**config.mk**
```make
export PLATFORM = sky130hd
export DESIGN_NAME = dspst_status_top
export DESIGN_NICKNAME = d
export VERILOG_FILES = /design/src/rtl/dspst_pkg.sv /design/src/rtl/dspst_flag_bank.sv /design/src/rtl/dspst_mode_bank.sv /design/src/rtl/dspst_acc_ext.sv /design/src/rtl/dspst_view_port.sv /design/src/rtl/dspst_status_top.sv
export SDC_FILE = /design/constraint.sdc
export NUM_CORES = 1
export LEC_CHECK = 0
export CORE_UTILIZATION = 60
export CTS_CLUSTER_SIZE = 28
export DETAILED_ROUTE_END_ITERATION = 8
export DONT_BUFFER_PORTS = 1
export PLACE_DENSITY = 0.74
export SETUP_SLACK_MARGIN = 0.5
export SYNTH_ARGS = -nofsm -noshare
export SYNTH_HDL_FRONTEND = slang
export SYNTH_SLANG_ARGS = --single-unit
```
**constraint.sdc**
```tcl
create_clock -name clk -period 2.82 [get_ports clk]
set_clock_uncertainty 0.2 [all_clocks]
set_input_delay 0.846 -clock clk [delete_from_list [all_inputs] [get_ports clk]]
set_output_delay 0.846 -clock clk [all_outputs]
set_load 0.1 [all_outputs]
```
**src/rtl/dspst_pkg.sv**
```systemverilog
package dspst_pkg;

  localparam int DATA_W  = 16;
  localparam int NIB_W   = 4;
  localparam int NUM_AR  = 8;
  localparam int PAGE_W  = 8;
  localparam int NUM_IRQ = 3;
  localparam int NUM_UIN = 2;

  typedef enum logic [2:0] {
    V_FLAGS   = 3'd0,
    V_SUMMARY = 3'd1,
    V_PAGE    = 3'd2,
    V_CTRL    = 3'd3,
    V_ADDR    = 3'd4,
    V_RSV5    = 3'd5,
    V_RSV6    = 3'd6,
    V_RSV7    = 3'd7
  } view_e;

  // first member is the MSB: zero lands at bit 0
  typedef struct packed {
    logic arz;
    logic lovf;
    logic slat;
    logic c1;
    logic c0;
    logic ext;
    logic ovf;
    logic norm;
    logic minus;
    logic zero;
  } flags_t;

  typedef struct packed {
    logic [NUM_IRQ-1:0] imen;
    logic [NUM_AR-1:0]  bitrev;
    logic [NUM_AR-1:0]  modulo;
    logic               epj;
    logic               epi;
    logic               cmd;
    logic               stp16;
    logic [PAGE_W-1:0]  page;
    logic [1:0]         ps1;
    logic [1:0]         ps0;
    logic               shm;
    logic [1:0]         hwm;
    logic               sata;
    logic               sat;
  } modes_t;

  localparam int MODE_W = $bits(modes_t);

  function automatic modes_t mode_reset_val();
    modes_t m;
    m      = '0;
    m.sata = 1'b1;
    m.cmd  = 1'b1;
    return m;
  endfunction

  function automatic logic [DATA_W-1:0] view_read(
    view_e v, flags_t f, modes_t m,
    logic [NIB_W-1:0] n0, logic [NIB_W-1:0] n1,
    logic [NUM_IRQ-1:0] pend, logic [NUM_UIN-1:0] uin);
    logic [DATA_W-1:0] r;
    case (v)
      V_FLAGS:   r = {6'b0, f};
      V_SUMMARY: r = {n0, m.imen, m.sat, f.arz, f.ext, f.slat | f.lovf,
                      f.c0, f.ovf, f.norm, f.minus, f.zero};
      V_PAGE:    r = {n1, 1'b0, m.shm, m.ps0, m.page};
      V_CTRL:    r = {pend[1], pend[0], pend[2], 1'b0, uin[1], uin[0], m.ps1,
                      m.epj, m.epi, m.cmd, m.stp16, m.sata, m.sat, m.hwm};
      V_ADDR:    r = {m.bitrev, m.modulo};
      default:   r = '0;
    endcase
    return r;
  endfunction

  function automatic logic view_hits_flags(view_e v);
    return (v == V_FLAGS) || (v == V_SUMMARY);
  endfunction

  function automatic logic view_hits_modes(view_e v);
    return (v == V_SUMMARY) || (v == V_PAGE) || (v == V_CTRL) || (v == V_ADDR);
  endfunction

  function automatic flags_t flags_after_write(view_e v, logic [DATA_W-1:0] d, flags_t f);
    flags_t n;
    n = f;
    if (v == V_FLAGS) begin
      n = flags_t'(d[9:0]);
    end else if (v == V_SUMMARY) begin
      n.zero  = d[0];
      n.minus = d[1];
      n.norm  = d[2];
      n.ovf   = d[3];
      n.c0    = d[4];
      n.slat  = d[5];
      n.lovf  = d[5];
      n.ext   = d[6];
      n.arz   = d[7];
    end
    return n;
  endfunction

  function automatic modes_t modes_after_write(view_e v, logic [DATA_W-1:0] d, modes_t m);
    modes_t n;
    n = m;
    case (v)
      V_SUMMARY: begin
        n.sat  = d[8];
        n.imen = d[11:9];
      end
      V_PAGE: begin
        n.page = d[7:0];
        n.ps0  = d[9:8];
        n.shm  = d[10];
      end
      V_CTRL: begin
        n.hwm   = d[1:0];
        n.sat   = d[2];
        n.sata  = d[3];
        n.stp16 = d[4];
        n.cmd   = d[5];
        n.epi   = d[6];
        n.epj   = d[7];
        n.ps1   = d[9:8];
      end
      V_ADDR: begin
        n.modulo = d[7:0];
        n.bitrev = d[15:8];
      end
      default: n = m;
    endcase
    return n;
  endfunction

  function automatic logic cond_check(logic [3:0] c, flags_t f, logic [NUM_UIN-1:0] uin);
    logic p;
    case (c)
      4'd0:    p = 1'b1;
      4'd1:    p = f.zero;
      4'd2:    p = !f.zero;
      4'd3:    p = !f.zero && !f.minus;
      4'd4:    p = !f.minus;
      4'd5:    p = f.minus;
      4'd6:    p = f.minus || f.zero;
      4'd7:    p = !f.norm;
      4'd8:    p = f.c0;
      4'd9:    p = f.ovf;
      4'd10:   p = f.ext;
      4'd11:   p = f.slat || f.lovf;
      4'd12:   p = !f.arz;
      4'd13:   p = !uin[0];
      4'd14:   p = uin[0];
      default: p = uin[1];
    endcase
    return p;
  endfunction

endpackage

```
**src/rtl/dspst_flag_bank.sv**
```systemverilog
module dspst_flag_bank
  import dspst_pkg::*;
(
  input  logic   clk,
  input  logic   rst_n,
  input  logic   wr_en,
  input  flags_t wr_val,
  input  logic   store,
  input  logic   restore,
  output flags_t live,
  output flags_t shadow
);

  always_ff @(posedge clk) begin
    if (!rst_n) begin
      live   <= '0;
      shadow <= '0;
    end else begin
      if (restore)    live <= shadow;
      else if (wr_en) live <= wr_val;
      if (store)      shadow <= live;
    end
  end

endmodule

```
**src/rtl/dspst_mode_bank.sv**
```systemverilog
module dspst_mode_bank
  import dspst_pkg::*;
(
  input  logic   clk,
  input  logic   rst_n,
  input  logic   wr_en,
  input  modes_t wr_val,
  input  logic   swap,
  output modes_t live,
  output modes_t shadow
);

  always_ff @(posedge clk) begin
    if (!rst_n) begin
      live   <= mode_reset_val();
      shadow <= '0;
    end else if (swap) begin
      live   <= shadow;
      shadow <= live;
    end else if (wr_en) begin
      live <= wr_val;
    end
  end

endmodule

```
**src/rtl/dspst_acc_ext.sv**
```systemverilog
module dspst_acc_ext #(
  parameter int NUM_ACC = 2,
  parameter int EXT_W   = 8
) (
  input  logic                     clk,
  input  logic                     rst_n,
  input  logic [NUM_ACC-1:0]       wr_en,
  input  logic [3:0]               nib,
  output logic [NUM_ACC*EXT_W-1:0] ext_flat
);

  localparam int SX_W = EXT_W - 4;

  for (genvar g = 0; g < NUM_ACC; g++) begin : g_acc
    logic [EXT_W-1:0] ext_q;
    always_ff @(posedge clk) begin
      if (!rst_n)        ext_q <= '0;
      else if (wr_en[g]) ext_q <= {{SX_W{nib[3]}}, nib};
    end
    assign ext_flat[g*EXT_W +: EXT_W] = ext_q;
  end

endmodule

```
**src/rtl/dspst_view_port.sv**
```systemverilog
module dspst_view_port
  import dspst_pkg::*;
(
  input  view_e              view,
  input  logic               wr_req,
  input  logic [DATA_W-1:0]  wr_data,
  input  flags_t             flags,
  input  modes_t             modes,
  input  logic [NIB_W-1:0]   nib0,
  input  logic [NIB_W-1:0]   nib1,
  input  logic [NUM_IRQ-1:0] pend,
  input  logic [NUM_UIN-1:0] uin,
  output logic [DATA_W-1:0]  rd_data,
  output logic               flag_wr_en,
  output flags_t             flag_next,
  output logic               mode_wr_en,
  output modes_t             mode_next,
  output logic [1:0]         acc_wr_en,
  output logic [NIB_W-1:0]   acc_nib
);

  always_comb begin
    rd_data      = view_read(view, flags, modes, nib0, nib1, pend, uin);
    flag_wr_en   = wr_req && view_hits_flags(view);
    mode_wr_en   = wr_req && view_hits_modes(view);
    flag_next    = flags_after_write(view, wr_data, flags);
    mode_next    = modes_after_write(view, wr_data, modes);
    acc_wr_en[0] = wr_req && (view == V_SUMMARY);
    acc_wr_en[1] = wr_req && (view == V_PAGE);
    acc_nib      = wr_data[15:12];
  end

endmodule

```
**src/rtl/dspst_status_top.sv**
```systemverilog
module dspst_status_top
  import dspst_pkg::*;
#(
  parameter int ACC_EXT_W = 8
) (
  input  logic                 clk,
  input  logic                 rst_n,
  input  logic [2:0]           view_sel,
  input  logic                 wr_req,
  input  logic [15:0]          wr_data,
  output logic [15:0]          rd_data,
  input  logic                 store_req,
  input  logic                 restore_req,
  input  logic                 swap_req,
  input  logic [2:0]           irq_pend,
  input  logic [1:0]           user_in,
  input  logic [3:0]           cond_sel,
  output logic                 cond_pass,
  output logic [ACC_EXT_W-1:0] acc0_ext,
  output logic [ACC_EXT_W-1:0] acc1_ext
);

  localparam int NUM_ACC = 2;

  view_e  view;
  flags_t flag_live, flag_shadow, flag_next;
  modes_t mode_live, mode_shadow, mode_next;
  logic   flag_wr_en, mode_wr_en;
  logic   store_evt, restore_evt, swap_evt;
  logic [1:0]                     acc_wr_en;
  logic [NIB_W-1:0]               acc_nib;
  logic [NUM_ACC*ACC_EXT_W-1:0]   acc_flat;

  assign view        = view_e'(view_sel);
  assign store_evt   = store_req;
  assign restore_evt = restore_req;
  assign swap_evt    = swap_req;

  dspst_view_port u_view (
    .view       (view),
    .wr_req     (wr_req),
    .wr_data    (wr_data),
    .flags      (flag_live),
    .modes      (mode_live),
    .nib0       (acc0_ext[NIB_W-1:0]),
    .nib1       (acc1_ext[NIB_W-1:0]),
    .pend       (irq_pend),
    .uin        (user_in),
    .rd_data    (rd_data),
    .flag_wr_en (flag_wr_en),
    .flag_next  (flag_next),
    .mode_wr_en (mode_wr_en),
    .mode_next  (mode_next),
    .acc_wr_en  (acc_wr_en),
    .acc_nib    (acc_nib)
  );

  dspst_flag_bank u_flags (
    .clk     (clk),
    .rst_n   (rst_n),
    .wr_en   (flag_wr_en),
    .wr_val  (flag_next),
    .store   (store_evt),
    .restore (restore_evt),
    .live    (flag_live),
    .shadow  (flag_shadow)
  );

  dspst_mode_bank u_modes (
    .clk    (clk),
    .rst_n  (rst_n),
    .wr_en  (mode_wr_en),
    .wr_val (mode_next),
    .swap   (swap_evt),
    .live   (mode_live),
    .shadow (mode_shadow)
  );

  dspst_acc_ext #(.NUM_ACC(NUM_ACC), .EXT_W(ACC_EXT_W)) u_acc (
    .clk      (clk),
    .rst_n    (rst_n),
    .wr_en    (acc_wr_en),
    .nib      (acc_nib),
    .ext_flat (acc_flat)
  );

  assign acc0_ext  = acc_flat[0 +: ACC_EXT_W];
  assign acc1_ext  = acc_flat[ACC_EXT_W +: ACC_EXT_W];
  assign cond_pass = cond_check(cond_sel, flag_live, user_in);

endmodule

```
# Word-level counts from Yosys, hierarchy flattened
# Cells that the tools add are included.
dict set report totals {
  regBits 108
  out_inout_bits 33
  word_cells 122
}
dict set report classes {
  n_eq_ne 18
  muxes 19
  bitwise 1
  reduce_logical 34
}
# cell count
set op_table {}
lappend op_table {{2-to-1 mux 40 bit} 2}
lappend op_table {{one-hot mux 16 bit (5 select lines)} 1}
lappend op_table {{equality test 4 bit, second input constant} 7}
lappend op_table {{2-to-1 mux 10 bit} 2}
lappend op_table {{equality test 4 x 3 -> 1 bit, second input constant} 4}
lappend op_table {{2-to-1 mux 16 bit} 1}
lappend op_table {{2-to-1 mux 3 bit} 5}
lappend op_table {{one-hot mux 1 bit (15 select lines)} 1}
lappend op_table {{AND reduction 2 bit} 7}
lappend op_table {{nonzero test 2 bit} 7}
lappend op_table {{2-to-1 mux 6 bit} 2}
lappend op_table {{equality test 4 x 2 -> 1 bit, second input constant} 2}
lappend op_table {{2-to-1 mux 8 bit} 1}
lappend op_table {{equality test 3 x 2 -> 1 bit, second input constant} 2}
lappend op_table {{logical OR 1 bit} 6}
lappend op_table {{nonzero test 3 bit} 2}
lappend op_table {{logical AND 1 bit} 5}
lappend op_table {{logical NOT 1 bit} 5}
lappend op_table {{equality test 4 x 1 -> 1 bit, second input constant} 1}
lappend op_table {{logical NOT 4 bit} 1}
lappend op_table {{2-to-1 mux 4 bit} 1}
lappend op_table {{equality test 3 x 1 -> 1 bit, second input constant} 1}
lappend op_table {{equality test 3 bit, second input constant} 1}
lappend op_table {{logical NOT 3 bit} 1}
lappend op_table {{4 further kinds} 4}

# Depth between registers and ports, before layout
# Gate-level depths: netlist of run 1.
dict set report depth {
  word_depth 7
  mapped_depth 8
  mapped_depth_nobuf 5
}

# Cells and area by module
# A second synthesis of run 1 with hierarchy kept.
dict set report unflattened {
  hier_cells 598
  hier_area_um2 6436.2
}
# mod instances cells_each area_per_inst_um2 seq_area_each_um2
set modules_own_cells {}
lappend modules_own_cells {dspst_mode_bank 1 307 3648.5 1601.5}
lappend modules_own_cells {dspst_view_port 1 153 1313.8 0.0}
lappend modules_own_cells {dspst_flag_bank 1 76 912.1 400.4}
lappend modules_own_cells {dspst_acc_ext 1 34 372.9 160.2}
lappend modules_own_cells {dspst_status_top 1 28 188.9 0.0}

# Worst setup path after synthesis of run 1
# Ideal clock, no wire load.
dict set report synth_path {
  path_kind {input to output}
  from {input port view_sel[1]}
  to {output port rd_data[0]}
  arrival_time_ns 3.749
  required_time_ns 1.774
  setup_slack_ns -1.975
  cell_stages 6
  path_buffers 4
  cell_sequence {buf_6 buf_2 buf_4 buf_2 o21ai_0 o21ai_0}
}
dict set report synth_via {
  elab_chain_len 2
}
# element line
set synth_lines {}
lappend synth_lines {{start, declared} dspst_status_top.sv:8} ;# input logic [2:0] view_sel,
lappend synth_lines {{equality test 3 bit, or another cell as far along} dspst_pkg.sv:67} ;# case (v)
lappend synth_lines {{one-hot mux 16 bit (5 select lines) (*)} dspst_pkg.sv:67}
lappend synth_lines {{end, declared} dspst_status_top.sv:11} ;# output logic [15:0] rd_data,
# Mark *: on every way between the ends. The rest lies on a longest branch, timed or not.

# Worst setup path after layout of run 1
dict set report layout_path {
  from {input port cond_sel[1]}
  to {output port cond_pass}
}
dict set report layout_via {
  elab_chain_len 2
}
# element line
set layout_lines {}
lappend layout_lines {{start, declared} dspst_status_top.sv:17} ;# input logic [3:0] cond_sel,
lappend layout_lines {{equality test 4 bit, or another cell as far along} dspst_pkg.sv:141} ;# case (c)
lappend layout_lines {{one-hot mux 1 bit (15 select lines) (*)} dspst_pkg.sv:141}
lappend layout_lines {{end, declared} dspst_status_top.sv:18} ;# output logic cond_pass,
# Marked as above.

==> impl_metrics.py, run 1 <==
metrics = {
    "placement": {
        "dpl_cell_area_sq_um": 6090,
        "gp_congestion": 0.828,
        "hpwl_um": 8170,
        "dp_slack_ns": -0.0978,
        "dpl.cell_count": 688,
        "portBuffers": 0,
    },
    "die": {
        "dieWidth_um": 97.4,
        "start_util_pct": 62.3,
        "coreArea_sq_um": 8760,
        "placementRows": 34,
        "die_h_um": 97.4,
        "die-area_sq_um": 9480,
        "ioPinCount": 67,
    },
    "global_routing": {
        "antenna_found_initial": 0,
        "grt_max_degree": 119,
        "grt_pass1_wl_um": 20700,
        "grt_pass1_vias": 4095,
        "grt_use_total_pct": 27.2,
        "grt_overflow": 0,
    },
    "routing": {
        "num_vias": 4162,
        "initialDrtViolationCount": 203,
        "post_drt_wl_per_cell_um": 17.7,
        "ant_nets": 0,
        "vias_per_cell": 5.87,
        "wl_um": 12500,
        "drc": 0,
        "first_pass_iters": 5,
    },
    "layout": {
        "synthToLayoutAreaGrowth_pct": 20.0,
        "seq_area_sq_um": 2180,
        "fin_area_sq_um": 6550,
        "layout-drive-gt1-share_pct": 22.0,
        "utilization_pct": 74.7,
        "fillers": 635,
        "fin_cells": 709,
        "multi_input_area_sq_um": 3460,
        "fin_nets": 631,
        "antenna_cells": 0,
    },
    "setup_path": {
        "reg2reg_slack_ns": 1.46,
        "cp-start-kind": "input port",
        "setup.worst_path.class": "in -> out",
        "critical_path_arrival_ns": 1.82,
        "critPathTopFamily": "simple AND/OR/NAND/NOR gates",
        "cp.required_ns": 1.77,
        "cpPeakStageDelay_ns": 0.25,
        "worstPathCellList": "or2_4 -> nand4b_1 -> a21oi_2 -> a221oi_2 -> buf_4 -> a21oi_4 -> buf_12",
        "cp-end-kind": "output pin",
        "critPathSlowestCell": "or2_4",
        "regToRegStartpoint": "u_acc.g_acc[0].ext_q[3]",
        "ff2ff_path_depth": 3,
        "crit_fanout": 11,
        "r2r-end": "u_acc.g_acc[0].ext_q[3]",
        "timing.critical_path.buf_inv": 2,
    },
    "logic_synthesis": {
        "synth_area_leaders": "dfxtp_1 40%, mux2i_1 22%, nor2b_1 7.5%, o21ai_0 5.4%, and2_1 4.8%",
        "synth_top_area_share_pct": 39.6,
        "netlist_instances": 600,
        "yosysWarnings": 0,
        "syn_area_sq_um": 5460,
        "ys_ff_latch": 108,
        "synth_nets": 634,
        "syn_area_per_cell_sq_um": 9.09,
        "ys_types": 39,
        "yosysTopAreaCell": "dfxtp_1",
        "synth_edf_count": 0,
        "async_flop_share_pct": 0,
        "seq_area_frac_synth_pct": 39.6,
        "synth_flop_cell": "dfxtp_1",
    },
    "worst_hold_path": {
        "hold_end": "u_flags.live[4]",
        "min_path_cells": 2,
        "hp-start": "u_flags.shadow[4]",
        "hold_class": "reg -> reg",
    },
    "clock_network": {
        "cts_num_sinks": 108,
        "root_buffer": "clkbuf_8",
        "numCtsBuffers": 9,
        "clockBufferDepth": 2,
        "clk-insertion-delay-late_ns": 0.36,
        "cts_tree": "built",
        "cts_hold_buf": 0,
        "htreeDepth": 3,
        "cts.clk_slew.worst_paths_ns": 0.09,
    },
    "timing": {
        "slew_violations": 0,
        "setup_tns_ns": -0.0463,
        "period_minus_slack_ns": 2.87,
        "post-route-period-util_pct": 102,
        "maxSlewHeadroom_pct": 62.6,
        "max_freq_mhz": 349,
        "fin_hold_ws_ns": 0.281,
        "rsz0062_at_grt": "yes",
        "hold_violations": 0,
        "finalSetupViolCount": 1,
        "setup_ws_ns": -0.0463,
        "worstMarginPinSlew_ns": 0.561,
    },
    "pwr": {
        "leakagePower_nw": 2.52,
        "peakVddDrop_v": 0.000270,
        "p_per_area_nw_per_um2": 437,
        "total_power_mw": 2.86,
    },
    "status": {
        "violations": "negative setup slack",
        "status": "finished with violations",
    },
    "job": {
        "maxCapViolCount": 0,
    },
}
-- state kept, by name, indices dropped and copies added (netlist names) --
register,cells
u_modes.shadow,40
u_flags.shadow,10
u_acc.g_acc.ext_q,8
u_flags.live,10
u_modes.live,40
-- worst max-delay path by stage --
stage,from,end,slack (ns),cells after the start
6_report,cond_sel[1],cond_pass,-0.05,7
5_1_grt,cond_sel[1],cond_pass,-0.11,7
4_1_cts,cond_sel[1],cond_pass,-0.06,7
3_5_place_dp,cond_sel[2],cond_pass,-0.1,5
3_3_place_gp,cond_sel[2],cond_pass,-0.08,5
2_1_floorplan,cond_sel[2],cond_pass,-0.43,5
-- layout by cell type (no fill, tap or decap), types with 3 or more instances in the layout --
| cell | count |
|---|---|
| mux2i_1 | 118 |
| nand3_1 | 7 |
| dfxtp_4 | 3 |
| nor2b_1 | 61 |
| buf_6 | 5 |
| o21ai_4 | 11 |
| a21oi_4 | 7 |
| dfxtp_1 | 103 |
| a22oi_2 | 4 |
| nor2b_4 | 5 |
| nand2_4 | 11 |
| nor2_1 | 10 |
| o22ai_4 | 5 |
| mux2_2 | 3 |
| buf_12 | 20 |
| a21oi_1 | 5 |
| mux2_4 | 4 |
| o21ai_0 | 43 |
| nand2b_1 | 4 |
| and2_1 | 42 |
| a21oi_2 | 5 |
| buf_4 | 16 |
| o21ai_2 | 3 |
| o21ai_1 | 8 |
| clkbuf_8 | 10 |
| nand2_1 | 51 |
-- repair_timing --
action                                 CTS  global route
pin swaps                               18             6
endpoints found under the hold margin    0             0
setup endpoints to repair               17            17
buffers inserted                         2             4
gates resized for setup                 47             9
-- tightest hold or removal path: stages (launching register included) --
cell and delay (ns):
dfxtp_1 0.32, nand3_1 0.06, o21ai_0 0.07
-- layer usage --
metal	track usage [%]	vias to the layer above	part of all wire, %	wire length (um)
met5	0	-	0	0
met4	9.84	0	2.8	346
met3	4.75	25	4.8	608
met2	45.2	111	48	6010
met1	35.5	1997	44	5580
li1	-	2029	-	-
-- power by group --
part,internal (mW),switching [mW]
registers,1.54,0.0181
clock network,0.429,0.497
logic,0.172,0.200
-- logic make-up after synthesis --
logic type | count (synthesis) | share of synthesized area, %
buffers and inverters | 58 | 5.94
multiplexers | 126 | 23.5
AND/OR/NAND/NOR | 212 | 21.5
flip-flops | 108 | 39.6
AO/OA/AOI/OAI | 96 | 9.42
-- cell usage after synthesis (2+ instances only) --
cell type / n
nor2_1: 12
or2_2: 2
mux2i_1: 118
nor2b_1: 65
nand2b_1: 5
a22oi_1: 4
inv_1: 3
buf_2: 9
clkbuf_1: 26
nand3b_1: 2
o22ai_1: 5
buf_1: 2
a21oi_1: 17
o21ai_1: 6
nand3_1: 7
nand4b_1: 2
o21ai_0: 59
and3b_1: 2
nand2_1: 63
buf_4: 13
buf_6: 4
mux2_2: 7
and2_1: 42
dfxtp_1: 108
o311ai_0: 3
-- area by class of cell --
class                   instances  share of cell area, %
clock buffers                  11                   2.16
clock inverters                 4                  0.765
inverters                       3                  0.172
multi-input cells             434                   52.8
flip-flops and latches        108                   33.2
well taps                     108                   2.06
repair buffers                 41                   8.81
No activity file was read; power rests on OpenSTA's default activity.
==> run 2: changes to the inputs <==
CELL_PAD_IN_SITES_DETAIL_PLACEMENT = 1   (was unset)
CELL_PAD_IN_SITES_GLOBAL_PLACEMENT = 2   (was unset)
CORE_UTILIZATION = 39   (was 60)
GPL_TIMING_DRIVEN = 0   (was unset)
PLACE_DENSITY = 0.77   (was 0.74)
==> impl_metrics.py, run 2 (synthesis results as in run 1) <==
metrics = {
    "status": {
        "status": "finished with violations",
        "violations": "negative setup slack",
    },
    "setup_path": {
        "worstPathCellList": "clkbuf_16 -> or3b_4 -> a21oi_4 -> o311ai_4 -> a21oi_4",
        "critPathCapture": "cond_pass",
        "reg2reg_slack_ns": 1.42,
        "critPathMostFrequentCell": "a21oi_4",
        "path_depth": 5,
        "regToRegStartpoint": "u_flags.live[1]",
        "cp-start-kind": "input port",
        "r2r-end": "u_flags.live[1]",
        "critPathTopFamily": "compound AO/OA/AOI/OAI gates",
        "ff2ff_path_depth": 3,
        "cp-end-kind": "output pin",
        "crit_fanout": 2,
        "timing.critical_path.buf_inv": 1,
        "critPathSlowestCell": "a21oi_4",
        "critical_path_arrival_ns": 2.23,
        "cp-startpoint": "cond_sel[2]",
        "cp.required_ns": 1.77,
        "cpPeakStageDelay_ns": 0.60,
        "setup.worst_path.class": "in -> out",
    },
    "layout": {
        "synthToLayoutAreaGrowth_pct": 28.3,
        "multi_input_area_sq_um": 3440,
        "fillers": 1482,
        "seq_area_sq_um": 2180,
        "layout-drive-gt1-share_pct": 26.1,
        "antenna_cells": 0,
        "fin_nets": 677,
        "fin_area_sq_um": 7000,
        "final_cell_mix": "112 x mux2i_1, 99 x dfxtp_1, 60 x nor2b_1, 58 x nand2_1, 42 x and2_1",
        "mostFrequentLayoutCell": "mux2i_1",
        "largestRegisters": "u_modes.live x40, u_modes.shadow x40",
    },
    "timing": {
        "post-route-period-util_pct": 116,
        "finalSetupViolCount": 17,
        "worstMarginPinSlew_ns": 0.820,
        "setup_tns_ns": -6.55,
        "rsz0062_at_grt": "yes",
        "hold_violations": 0,
        "fin_hold_ws_ns": 0.287,
        "maxSlewHeadroom_pct": 46.8,
        "setup_ws_ns": -0.461,
        "slew_violations": 0,
        "period_minus_slack_ns": 3.28,
        "max_freq_mhz": 305,
    },
    "clock_network": {
        "cts_tree": "built",
        "clockBufferDepth": 2,
        "clk-insertion-delay-late_ns": 0.36,
        "cts_num_sinks": 108,
        "cts.clk_slew.worst_paths_ns": 0.07,
        "root_buffer": "clkbuf_16",
        "cts_hold_buf": 0,
        "numCtsBuffers": 9,
        "htreeDepth": 3,
    },
    "routing": {
        "num_vias": 4446,
        "initialDrtViolationCount": 172,
        "ant_nets": 0,
        "vias_per_cell": 5.40,
        "wl_um": 18900,
        "first_pass_iters": 4,
        "drc": 0,
        "post_drt_wl_per_cell_um": 23.0,
    },
    "die": {
        "dieWidth_um": 120,
        "die_h_um": 120,
        "coreArea_sq_um": 13500,
        "ioPinCount": 67,
        "die-area_sq_um": 14500,
        "start_util_pct": 40.6,
        "placementRows": 42,
    },
    "placement": {
        "portBuffers": 0,
        "gp_congestion": 0.779,
        "hpwl_um": 13000,
        "dpl_cell_area_sq_um": 6070,
    },
    "pwr": {
        "p_per_area_nw_per_um2": 504,
        "leakagePower_nw": 2.58,
        "peakVddDrop_v": 0.000270,
    },
    "worst_hold_path": {
        "hold_class": "reg -> reg",
    },
    "global_routing": {
        "grt_overflow": 0,
        "grt_use_total_pct": 27.1,
        "grt_pass1_vias": 4879,
        "grt_pass1_wl_um": 28900,
        "antenna_found_initial": 0,
        "grt_max_degree": 18,
    },
    "job": {
        "maxCapViolCount": 0,
    },
}
-- run 2: cell types whose count changed in the layout (fill, tap and decap cells not counted), sizes merged --
| cell | previous run | this run |
|---|---|---|
| bufinv | 1 | 2 |
| clkinv | 1 | 0 |
| inv | 3 | 4 |
| buf | 41 | 61 |
| clkbuf | 11 | 37 |
-- run 2: power by group --
part	internal (mW)	total [mW]	switching [mW]
registers	1.54	1.58	0.0394
logic	0.202	0.525	0.323
clock network	0.808	1.42	0.614
total	2.55	3.53	0.976
-- run 2: layout make-up --
type / instances / share of cell area, %
multi-input combinational: 434 / 49.2
inverter: 3 / 0.161
tap: 176 / 3.15
clock inverter: 5 / 1.20
timing repair buffer: 32 / 5.04
buffer: 55 / 6.72
clock buffer: 11 / 3.47
sequential: 108 / 31.1
-- run 2: worst min path at each step --
stage / depth (start not counted) / slack [ns] / start / end
floorplan: 2 / 0.24 / u_flags.shadow[4] / u_flags.live[4]
global placement: 2 / 0.25 / u_modes.shadow[18] / u_modes.live[18]
detailed placement: 2 / 0.27 / u_modes.shadow[1] / u_modes.live[1]
CTS: 2 / 0.29 / u_flags.shadow[9] / u_flags.live[9]
global route: 2 / 0.33 / u_flags.shadow[9] / u_flags.live[9]
finish: 2 / 0.29 / u_modes.shadow[1] / u_modes.live[1]
-- run 2: metal layers --
metal	share of wire, %	GRT usage, %
met1	46	34.7
met2	49	46.4
met3	3.2	3.49
met4	1.9	10.0
met5	0	0
-- run 2: timing repair --
item,in CTS,in global routing
setup endpoints to repair,37,42
pin swaps,23,19
gates cloned,1,1
gates resized for setup,49,52
setup buffers,20,10
-- run 2: metrics by stage --
stage	setup WS [ns]	power [mW]	util (%)	std cells
after floorplan	-0.432	1.96	-	600
after CTS	-0.471	3.51	50.2	813
final	-0.461	3.53	52.0	824
after global routing	-0.496	3.62	52.0	824
after global placement	-0.570	2.06	45.1	776
after detailed placement	-0.584	2.06	45.1	776
-- run 2: worst register-to-register path, stage by stage, from the launching register on --
cell	delay, ns
dfxtp_1	0.60
mux2i_1	0.24
o21ai_0	0.18
and2_1	0.14
